==> src/rtl/bfly_pkg.sv <==
package bfly_pkg;

    function automatic int wider(input int a, input int b);
        return (a > b) ? a : b;
    endfunction

endpackage

==> src/rtl/bfly_delay.sv <==
module bfly_delay #(
    parameter int WIDTH = 32,
    parameter int DEPTH = 2
) (
    input  logic             clk,
    input  logic             rst,
    input  logic [WIDTH-1:0] din,
    output logic [WIDTH-1:0] dout
);
    logic [DEPTH-1:0][WIDTH-1:0] pipe_d, pipe_q;

    always_comb begin
        pipe_d[0] = din;
        for (int i = 1; i < DEPTH; i++) begin
            pipe_d[i] = pipe_q[i-1];
        end
    end

    always_ff @(posedge clk) begin
        if (rst) pipe_q <= '0;
        else     pipe_q <= pipe_d;
    end

    assign dout = pipe_q[DEPTH-1];
endmodule

==> src/rtl/tw_cmul.sv <==
module tw_cmul #(
    parameter int X2_W  = 8,
    parameter int TW_W  = 8,
    parameter int FRAC  = 6,
    parameter logic signed [TW_W-1:0] W_RE = 45,
    parameter logic signed [TW_W-1:0] W_IM = -45,
    localparam int PROD_W = X2_W + TW_W,
    localparam int SUM_W  = PROD_W + 1,
    localparam int T_W    = SUM_W - FRAC
) (
    input  logic                   clk,
    input  logic                   rst,
    input  logic signed [X2_W-1:0] b_re,
    input  logic signed [X2_W-1:0] b_im,
    output logic signed [T_W-1:0]  t_re,
    output logic signed [T_W-1:0]  t_im
);
    typedef struct packed {
        logic signed [PROD_W-1:0] rr;
        logic signed [PROD_W-1:0] ii;
        logic signed [PROD_W-1:0] ri;
        logic signed [PROD_W-1:0] ir;
        logic signed [T_W-1:0]    t_re;
        logic signed [T_W-1:0]    t_im;
    } cm_t;

    cm_t cm_d, cm_q;
    logic signed [SUM_W-1:0] s_re, s_im;

    always_comb begin
        cm_d    = cm_q;
        // first registered stage: four real products
        cm_d.rr = W_RE * b_re;
        cm_d.ii = W_IM * b_im;
        cm_d.ri = W_RE * b_im;
        cm_d.ir = W_IM * b_re;
        // second registered stage: one subtract, one add, fraction dropped
        s_re    = {cm_q.rr[PROD_W-1], cm_q.rr} - {cm_q.ii[PROD_W-1], cm_q.ii};
        s_im    = {cm_q.ri[PROD_W-1], cm_q.ri} + {cm_q.ir[PROD_W-1], cm_q.ir};
        cm_d.t_re = s_re[SUM_W-1:FRAC];
        cm_d.t_im = s_im[SUM_W-1:FRAC];
    end

    always_ff @(posedge clk) begin
        if (rst) cm_q <= '0;
        else     cm_q <= cm_d;
    end

    assign t_re = cm_q.t_re;
    assign t_im = cm_q.t_im;
endmodule

==> src/rtl/bfly_addsub.sv <==
module bfly_addsub #(
    parameter int X1_W = 16,
    parameter int T_W  = 11,
    parameter int Y_W  = 17
) (
    input  logic                  clk,
    input  logic                  rst,
    input  logic signed [X1_W-1:0] a_re,
    input  logic signed [X1_W-1:0] a_im,
    input  logic signed [T_W-1:0]  t_re,
    input  logic signed [T_W-1:0]  t_im,
    output logic signed [Y_W-1:0]  y1_re,
    output logic signed [Y_W-1:0]  y1_im,
    output logic signed [Y_W-1:0]  y2_re,
    output logic signed [Y_W-1:0]  y2_im
);
    typedef struct packed {
        logic signed [Y_W-1:0] y1_re;
        logic signed [Y_W-1:0] y1_im;
        logic signed [Y_W-1:0] y2_re;
        logic signed [Y_W-1:0] y2_im;
    } as_t;

    as_t as_d, as_q;

    always_comb begin
        as_d.y1_re = Y_W'(a_re) + Y_W'(t_re);
        as_d.y1_im = Y_W'(a_im) + Y_W'(t_im);
        as_d.y2_re = Y_W'(a_re) - Y_W'(t_re);
        as_d.y2_im = Y_W'(a_im) - Y_W'(t_im);
    end

    always_ff @(posedge clk) begin
        if (rst) as_q <= '0;
        else     as_q <= as_d;
    end

    assign y1_re = as_q.y1_re;
    assign y1_im = as_q.y1_im;
    assign y2_re = as_q.y2_re;
    assign y2_im = as_q.y2_im;
endmodule

==> src/rtl/twiddle_butterfly.sv <==
module twiddle_butterfly
    import bfly_pkg::*;
#(
    parameter int X1_W = 16,
    parameter int X2_W = 8,
    parameter int TW_W = 8,
    parameter int FRAC = 6,
    parameter logic signed [TW_W-1:0] W_RE = 45,
    parameter logic signed [TW_W-1:0] W_IM = -45,
    localparam int T_W = X2_W + TW_W + 1 - FRAC,
    localparam int Y_W = wider(X1_W, T_W) + 1
) (
    input  logic                   clk,
    input  logic                   rst,
    input  logic                   in_vld,
    input  logic signed [X1_W-1:0] a_re,
    input  logic signed [X1_W-1:0] a_im,
    input  logic signed [X2_W-1:0] b_re,
    input  logic signed [X2_W-1:0] b_im,
    output logic                   out_vld,
    output logic signed [Y_W-1:0]  y1_re,
    output logic signed [Y_W-1:0]  y1_im,
    output logic signed [Y_W-1:0]  y2_re,
    output logic signed [Y_W-1:0]  y2_im
);
    localparam int MUL_STAGES = 2;
    localparam int ALL_STAGES = MUL_STAGES + 1;

    logic signed [T_W-1:0]    t_re, t_im;
    logic [2*X1_W-1:0]        a_late;
    logic [0:0]               vld_late;

    tw_cmul #(
        .X2_W (X2_W), .TW_W (TW_W), .FRAC (FRAC),
        .W_RE (W_RE), .W_IM (W_IM)
    ) u_cmul (
        .clk (clk), .rst (rst),
        .b_re (b_re), .b_im (b_im),
        .t_re (t_re), .t_im (t_im)
    );

    bfly_delay #(.WIDTH(2*X1_W), .DEPTH(MUL_STAGES)) u_a_dly (
        .clk (clk), .rst (rst), .din ({a_re, a_im}), .dout (a_late)
    );

    bfly_delay #(.WIDTH(1), .DEPTH(ALL_STAGES)) u_vld_dly (
        .clk (clk), .rst (rst), .din (in_vld), .dout (vld_late)
    );

    bfly_addsub #(.X1_W(X1_W), .T_W(T_W), .Y_W(Y_W)) u_addsub (
        .clk   (clk), .rst (rst),
        .a_re  (a_late[2*X1_W-1:X1_W]),
        .a_im  (a_late[X1_W-1:0]),
        .t_re  (t_re), .t_im (t_im),
        .y1_re (y1_re), .y1_im (y1_im),
        .y2_re (y2_re), .y2_im (y2_im)
    );

    assign out_vld = vld_late[0];
endmodule

==> config.mk <==
export PLATFORM = sky130hd
export DESIGN_NAME = twiddle_butterfly
export DESIGN_NICKNAME = d
export VERILOG_FILES = /design/src/rtl/bfly_pkg.sv /design/src/rtl/bfly_delay.sv /design/src/rtl/tw_cmul.sv /design/src/rtl/bfly_addsub.sv /design/src/rtl/twiddle_butterfly.sv
export SDC_FILE = /design/constraint.sdc
export NUM_CORES = 1
export LEC_CHECK = 0
export BUFFER_PORTS_ARGS = -buffer_cell sky130_fd_sc_hd__buf_2
export CAP_MARGIN = 20
export CORE_ASPECT_RATIO = 2
export CORE_MARGIN = 8
export CORE_UTILIZATION = 25
export CTS_CLUSTER_DIAMETER = 80
export CTS_CLUSTER_SIZE = 30
export DETAILED_ROUTE_END_ITERATION = 8
export GPL_TIMING_DRIVEN = 0
export HOLD_SLACK_MARGIN = 0.12
export SYNTH_ARGS = -nofsm -noshare
export SYNTH_HDL_FRONTEND = slang
export SYNTH_SLANG_ARGS = --single-unit
==> constraint.sdc <==
create_clock -name clk -period 4.1 [get_ports clk]
set_input_delay 0.205 -clock clk [delete_from_list [all_inputs] [get_ports clk]]
set_output_delay 0.205 -clock clk [all_outputs]
set_load 0.005 [all_outputs]
==> metrics.sh, run 1 <==
REPORT.FINAL.SLEW_VIOL_COUNT=0
CLKSINKCOUNT=211
DPL_WORST_SLACK_NS=-0.198
CRITICAL_PATH.MAX_STAGE_DELAY_NS=0.55
SYNTH.AVG_CELL_AREA_UM2=9.21
DIE_AREA_UM2=61800
MAX_CAP_VIOL_COUNT=0
WORST_HOLD_PATH_TYPE='primary input to flip-flop'
LAYOUTNONFILLERINSTCOUNT=2296
DRC=0
YS_DOMINANT_REG_CELL='dfxtp_1'
NUMBER_OF_ENDPOINTS_FAILING_SETUP_AT_THE_FINAL_STAGE=0
CP_DATA_ARRIVAL_TIME_NS=4.31
VIAS_AFTER_DETAILED_ROUTING=10300
FINISH.INSTANCE_AREA_UM2=15500
GLOBAL_ROUTE.USAGE.TOTAL_PCT=11.7
ROWS=120
CORE_UM2=53300
GRT_PASS1_WL_MM=57.1
DIE_HEIGHT_UM=344
POSTROUTEWIRELENGTH_MM=36.9
MAXCLOCKFREQUENCY_MHz=252
FIRST_GLOBAL_VIAS=10900
NUM-FILL-CELLS=5558
WORST_EP_REQUIRED_TIME_NS=4.43
GRT.OVERFLOW.TOTAL=0
CTS.REPAIR_TIMING.SETUP_BUFFER_COUNT=0
PWRDENS_nW_PER_UM2=557
VIA_DENSITY_PER_INSTANCE=4.49
CRIT_SLOWEST_CELL='fa_1'
DPL-INSTANCE-AREA_UM2=14900
TIMING.FINAL.HOLD_VIOLATIONS=0
MAPPEDNETLISTAREA_UM2=13400
STARTPOINT_TYPES='primary input'
CLK_PIN_SLEW_NS=0.11
CRITICAL_PATH_CLASS='primary input to flip-flop'
YS_TYPES=67
SEQ_AREA_FRAC_SYNTH_PCT=31.5
INITIAL_UTILIZATION_PCT=25.2
RUN_STATUS='finished clean'
WORST-PATH-BUF-INV=3
LAYOUT-AREA-OVERHEAD-VS-SYNTH_PCT=15.7
NUMBER_OF_NETS_AT_THE_END_OF_THE_FLOW=1935
ROUTED_WIRE_LENGTH_PER_INSTANCE_UM=16.1
YS_ASYNC_SR_FRACTION_PCT=0
CTS-BUFFERS-INSERTED=11
CLKLATENCYLATEPIN_NS=0.47
PLACE.DETAILED.HPWL_MM=30.9
CRITPATHMOSTFREQUENTCELL='fa_1'
CHIPWIDTH_UM=180
MOST_FREQUENT_CELLS_IN_THE_LAYOUT='ha_1 (214), dfxtp_1 (211), nor2_1 (165)'
YS_FF_LATCH=211
FINAL_CORE_AREA_UTILIZATION_PCT=29.1
DRT_PRE_ANTENNA_ITERS=4
NUM_IO_PINS=120
CLOCKROOTBUFFER='clkbuf_16'
TRITONCTS_CLOCK_TREE='yes'
GRT_START_MAX_NET_PINS=31
LAYOUT.CELLS.MOST_COMMON='ha_1'
POSTSYNTHCELLCOUNT=1456
FINAL_PERIOD_MINUS_WORST_SETUP_SLACK_NS=3.97
SYNTH_WARNINGS=0
INITIAL_ANTENNA_VIOLATION_COUNT=5
FINALWEIGHTEDCONGESTION=0.895
IR_DROP_mV=0.211
HTREE_LEVELS=1
CELL_CHAIN_OF_THE_CRITICAL_PATH='dlygate4sd3_1, buf_2, inv_1, ha_1, fa_1, fa_1, fa_1, ha_1, o21a_1, a2111oi_1, or3_1, o21ai_0, xnor2_1, nor2_1'
POST-ROUTE-WORST-SETUP-SLACK_NS=0.126
PATH_MAX_FANOUT=5
INITIAL_DRC_COUNT=381
SYNTH.NET_COUNT=1767
FINAL_LAYOUT_SIZE_SUFFIX_GT1_SHARE_PCT=9.73
FINAL_ANTENNA_NET_COUNT=0
FINAL.SETUP.TNS_NS=0
SLEW-LIMIT-HEADROOM_PCT=30.9
CP_TOP_FAMILY='adder cells'
TIMING.CLOCK.SKEW_NS=0.0377
TIMING.FINAL.CRIT_SHARE_PCT=96.9
CELLLEAKAGEPOWER_nW=7.24
PLACED_CELLS_INCL_TAPS=2246
WORST_SETUP_EP_TYPE='flip-flop'
SYNTH-EDFF-COUNT=0
IO_BUFFER_COUNT=119
CLOCK_PATH_BUFFERS=3
WORST_SLEW_PIN_SLEW_NS=1.04
==> repair_timing <==
action | 4_1_cts | 5_1_grt
hold buffers | 36 | 0
resized for setup | 0 | 1
endpoints found under the setup margin | 0 | 1
hold endpoints to repair | 37 | 0
==> final timing paths <==
| path | from | to | slack (ns) | depth (start not counted) |
|---|---|---|---|---|
| setup / recovery | b_im[1] | u_cmul.cm_q[67] | 0.13 | 14 |
| hold / removal | b_re[0] | u_cmul.cm_q[22] | 0.13 | 3 |
| setup reg to reg | u_cmul.t_re[9] | u_addsub.y2_re[14] | 1.24 | 9 |
| hold reg to reg | u_a_dly.pipe_d[53] | u_a_dly.dout[21] | 0.45 | 1 |
==> state kept, by name, summed over array words and instances, names as in the netlist, 16 cells and up <==
signal / flops
u_cmul.cm_q: 58
u_a_dly.dout: 32
u_a_dly.pipe_d: 32
u_addsub.y2_im: 17
u_addsub.y2_re: 17
u_addsub.y1_im: 16
u_addsub.y1_re: 16
==> synth_stat cells, drive strengths merged (18+ instances only) <==
library cell,number,area (um2)
nor2b,100,633
a211oi,20,150
nor2,165,619
a21oi,87,435
o21ai,61,305
o21a,18,135
xor2,29,254
ha,214,2680
a21o,28,210
clkbuf,34,128
dfxtp,211,4220
nor3,20,100
nand2,39,146
fa,46,921
xnor2,86,753
inv,138,518
==> through the flow <==
stage	hold WS (ns)	power, mW
floorplan	0.333	6.14
global placement	0.421	7.44
detailed placement	0.420	7.54
CTS	0.124	8.78
global route	0.139	9.42
finish	0.134	8.65
==> metal layers <==
metal  share of wire, %  global-route usage (%)
met1                 36                    10.9
met2                 56                    24.2
met3                3.1                    1.44
met4                4.9                    6.07
met5               0.11                       0
==> worst register-to-register path, stage by stage, from the launching register on <==
cell      delay, ns
dfxtp_1        0.56
inv_1          0.24
ha_1           0.34
clkbuf_1       0.34
inv_1          0.11
nor3_1         0.35
a31oi_1        0.24
o21ai_0        0.28
nand2_1        0.11
nor3b_2        0.17
==> where the power goes <==
part / leakage [nW] / internal [mW] / switching (mW) / total, mW
registers: 1.75 / 2.57 / 0.216 / 2.79
clock network: 0.148 / 0.506 / 0.667 / 1.17
logic: 5.34 / 2.02 / 2.67 / 4.69
total: 7.24 / 5.09 / 3.56 / 8.65
==> cell type report <==
| class | count | area, um2 | share of cell area (%) |
|---|---|---|---|
| inverter | 139 | 522 | 3.36 |
| clock buffer | 12 | 279 | 1.80 |
| antenna | 1 | 2.50 | 0.0161 |
| multi-input combinational | 1060 | 8480 | 54.6 |
| clock inverter | 1 | 30.0 | 0.193 |
| buffer | 46 | 189 | 1.22 |
| tap | 671 | 840 | 5.41 |
| sequential | 211 | 4220 | 27.2 |
| timing repair buffer | 155 | 956 | 6.16 |
==> kinds of logic (layout without fill, tap and decap cells) <==
kind of cell | after synthesis | count (layout) | synth area share [%]
AOI/OAI and AO/OA | 290 | 290 | 13.8
xor gates and xnor gates | 115 | 115 | 7.51
adders and majority gates | 260 | 260 | 26.8
buffers and inverters | 185 | 353 | 5.30
DFF | 211 | 211 | 31.5
muxes | 13 | 13 | 1.02
other | 0 | 1 | 0
and+or+nand+nor | 382 | 382 | 14.0
(Power assumes the default switching activity.)
==> run 2, diff against run 1 <==
--- a/config.mk
+++ b/config.mk
@@ -5,7 +5,6 @@
 export SDC_FILE = /design/constraint.sdc
 export NUM_CORES = 1
 export LEC_CHECK = 0
-export BUFFER_PORTS_ARGS = -buffer_cell sky130_fd_sc_hd__buf_2
 export CAP_MARGIN = 20
 export CORE_ASPECT_RATIO = 2
 export CORE_MARGIN = 8
@@ -13,6 +12,7 @@
 export CTS_CLUSTER_DIAMETER = 80
 export CTS_CLUSTER_SIZE = 30
 export DETAILED_ROUTE_END_ITERATION = 8
+export DONT_BUFFER_PORTS = 1
 export GPL_TIMING_DRIVEN = 0
 export HOLD_SLACK_MARGIN = 0.12
 export SYNTH_ARGS = -nofsm -noshare
==> constraint.sdc (replaced) <==
create_clock -name clk -period 4.8 [get_ports clk]
set_input_delay 0.24 -clock clk [delete_from_list [all_inputs] [get_ports clk]]
set_output_delay 0.24 -clock clk [all_outputs]
set_load 0.005 [all_outputs]
==> run 2 against run 1 <==
Net effect: total power down 16%; non-clock buffer count down 111; sequential power down 12%; combinational power down 20%; largest power group unchanged; clock power down 12%; die area unchanged; via count down 3.0%; cell area down 3.2%; highest routed layer unchanged.
==> metrics.sh, run 2 (synthesis gave the netlist of run 1 again) <==
RSZ0062_AT_GRT='false'
TIMING.CLOCK.SKEW_NS=0.0214  # was 0.0377 ns
TIMING.FINAL.CRIT_SHARE_PCT=89.5
FINAL_PERIOD_MINUS_WORST_SETUP_SLACK_NS=4.30
CTS-BUFFERS-INSERTED=11  # unchanged
GRT_PASS1_WL_MM=56.7  # was 57.1 mm
GRT.OVERFLOW.TOTAL=0  # unchanged
MIN-DELAY-START='b_re[7]'  # was b_re[0]
CHIPWIDTH_UM=180  # unchanged
GLOBALROUTE.BUSIESTLAYER='met2'  # unchanged
IR_DROP_mV=0.179  # was 0.211 mV
MOST_FREQUENT_CELLS_IN_THE_LAYOUT='ha_1 (214), dfxtp_1 (211), nor2_1 (165)'  # unchanged
GLOBAL_ROUTE.USAGE.TOTAL_PCT=11.7  # about the same
WORST_CASE_HOLD_PATH_END_POINT='u_cmul.cm_q[84]'  # was u_cmul.cm_q[22]
DIE_AREA_UM2=61800  # unchanged
VIA_DENSITY_PER_INSTANCE=4.57  # was 4.49
CLK_PIN_SLEW_NS=0.11  # about the same
CELLLEAKAGEPOWER_nW=6.75  # was 7.24 nW
RUN_STATUS='finished clean'  # unchanged
REGISTER_TO_REGISTER_SETUP_SLACK_NS=1.92  # was 1.24 ns
VIAS_AFTER_DETAILED_ROUTING=10000  # was 10300
INITIAL_ANTENNA_VIOLATION_COUNT=7  # was 5
GRT_USE_MET3_PCT=2.66  # was 1.44%
CLOCKROOTBUFFER='clkbuf_16'  # unchanged
INITIAL_UTILIZATION_PCT=25.2  # unchanged
NUM-FILL-CELLS=5601  # was 5558
POSTROUTEWIRELENGTH_MM=37.1  # was 36.9 mm
LARGEST_REGISTER_FFS=58  # unchanged
IO_BUFFER_COUNT=0  # was 119
POST-ROUTE-WORST-SETUP-SLACK_NS=0.504  # was 0.126 ns
WORST_SLEW_PIN_SLEW_NS=0.884  # was 1.04 ns
GRT_START_MAX_NET_PINS=31  # unchanged
POST-LAYOUT-TOTAL-POWER_mW=7.23  # was 8.65 mW
FINAL_ANTENNA_NET_COUNT=0  # unchanged
CLKSINKCOUNT=211  # unchanged
MULTIINPUTGATEAREA_UM2=8480  # about the same
LAYOUT-AREA-OVERHEAD-VS-SYNTH_PCT=12.0  # was 15.7%
FIRST_GLOBAL_VIAS=10600  # was 10900
REPORT.FINAL.SLEW_VIOL_COUNT=0  # unchanged
FINALWEIGHTEDCONGESTION=0.861  # was 0.895
CRITICAL_PATH.REG2REG.STARTPOINT='u_cmul.t_re[9]'  # unchanged
LAYOUT.AREA.SEQ_UM2=4220  # unchanged
LAYOUT.CELLS.MOST_COMMON='ha_1'  # unchanged
MET1_USE_GR_PCT=10.5  # was 10.9%
PATH_MAX_FANOUT=4  # was 5
DIE_HEIGHT_UM=344  # unchanged
HTREE_LEVELS=1  # unchanged
PWRDENS_nW_PER_UM2=481  # was 557 nW/um2
MOST_FLOP_HEAVY_REGISTER='u_cmul.cm_q'  # unchanged
WORST_EP_REQUIRED_TIME_NS=5.15  # was 4.43 ns
NUMBER_OF_NETS_AT_THE_END_OF_THE_FLOW=1824  # was 1935
NUM_IO_PINS=120  # unchanged
FINAL_LAYOUT_SIZE_SUFFIX_GT1_SHARE_PCT=2.78  # was 9.73%
TRITONCTS_CLOCK_TREE='yes'  # unchanged
CRITICAL_PATH_CLASS='primary input to flip-flop'  # unchanged
STARTPOINT_TYPES='primary input'  # unchanged
ROWS=120  # unchanged
TIMING.FINAL.HOLD_VIOLATIONS=0  # unchanged
WORST_SETUP_EP_TYPE='flip-flop'  # unchanged
SLEW-LIMIT-HEADROOM_PCT=41.1  # was 30.9%
CP_DATA_ARRIVAL_TIME_NS=4.64  # was 4.31 ns
CLOCK_PATH_BUFFERS=3  # unchanged
MAX_CAP_VIOL_COUNT=0  # unchanged
DRC=0  # unchanged
REG2REGPATHDEPTH=9  # unchanged
GRTUSAGEMET2_PCT=23.1  # was 24.2%
PLACED_CELLS_INCL_TAPS=2127  # was 2246
INITIAL_DRC_COUNT=436  # was 381
DPL_WORST_SLACK_NS=0.730  # was -0.198 ns
FINAL.SETUP.TNS_NS=0  # unchanged
HOLD-PATH-CELL-COUNT=3  # unchanged
CLKLATENCYLATEPIN_NS=0.49  # was 0.47 ns
WORST_HOLD_PATH_TYPE='primary input to flip-flop'  # unchanged
DRT_PRE_ANTENNA_ITERS=5  # was 4
NUMBER_OF_ENDPOINTS_FAILING_SETUP_AT_THE_FINAL_STAGE=0  # unchanged
CORE_UM2=53300  # unchanged
MAXCLOCKFREQUENCY_MHz=233
RR_ENDPOINT='u_addsub.y2_re[16]'  # was u_addsub.y2_re[14]
PLACE.DETAILED.HPWL_MM=30.5  # was 30.9 mm
ROUTED_WIRE_LENGTH_PER_INSTANCE_UM=16.9  # was 16.1 um
LAYOUTNONFILLERINSTCOUNT=2188  # was 2296
run 2: changes by cell type in the layout (fill, tap and decap cells not counted), sizes merged:
cell         previous run  this run
diode                   1         4
inv                   138       139
clkbuf                 46        45
dlygate4sd3            36        42
buf                   131        14
run 2: power breakdown:
group / internal (mW) / leakage, nW / switching, mW
combinational: 1.58 / 4.84 / 2.16
sequential: 2.20 / 1.75 / 0.263
clock: 0.435 / 0.152 / 0.597
total: 4.21 / 6.75 / 3.02
run 2: critical path, stage by stage:
cell	delay, ns
dlygate4sd3_1	0.65
inv_1	0.09
ha_1	0.31
fa_1	0.52
fa_1	0.45
fa_1	0.51
ha_1	0.37
o21a_1	0.22
a2111oi_0	0.42
or3_1	0.22
o21ai_0	0.11
xnor2_1	0.38
nor2_1	0.17
run 2: area by class of cell:
| class | instances | share of cell area [%] |
|---|---|---|
| sequential | 211 | 28.1 |
| inverter | 139 | 3.47 |
| multi-input combinational | 1060 | 56.4 |
| clock buffer | 11 | 1.83 |
| buffer | 46 | 1.26 |
| clock inverter | 2 | 0.241 |
| antenna | 4 | 0.0666 |
| tap | 671 | 5.59 |
| timing repair buffer | 44 | 3.00 |
run 2: worst max-delay path by stage:
stage / startpoint / endpoint / slack (ns) / cells after the start
2_1_floorplan: b_im[1] / u_cmul.cm_q[67] / 1.37 / 12
6_report: b_re[1] / u_cmul.cm_q[35] / 0.50 / 13
3_5_place_dp: b_re[1] / u_cmul.cm_q[35] / 0.73 / 12
5_1_grt: b_re[1] / u_cmul.cm_q[35] / 0.34 / 13
3_3_place_gp: b_re[1] / u_cmul.cm_q[35] / 0.77 / 12
4_1_cts: b_re[1] / u_cmul.cm_q[35] / 0.55 / 13
run 2: layer usage:
| metal | wire length (um) | part of all wire (%) | vias to the layer above |
|---|---|---|---|
| li1 | - | - | 4979 |
| met1 | 12900 | 35 | 4708 |
| met2 | 19800 | 53 | 216 |
| met3 | 1980 | 5.3 | 95 |
| met4 | 2400 | 6.5 | 6 |
| met5 | 37 | 0.10 | - |
run 2: per-stage QoR:
step	util, %	area [um2]	hold WS, ns
global placement	26.7	14300	0.372
CTS	28.1	15000	0.137
floorplan	-	13400	0.368
finish	28.2	15000	0.158
global route	28.2	15000	0.160
detailed placement	26.7	14300	0.374
run 2: timing repair:
item | CTS | global route
hold buffers | 42 | 0
buffers inserted | 0 | 0
resized for setup | 0 | 0
hold endpoints to repair | 45 | 0
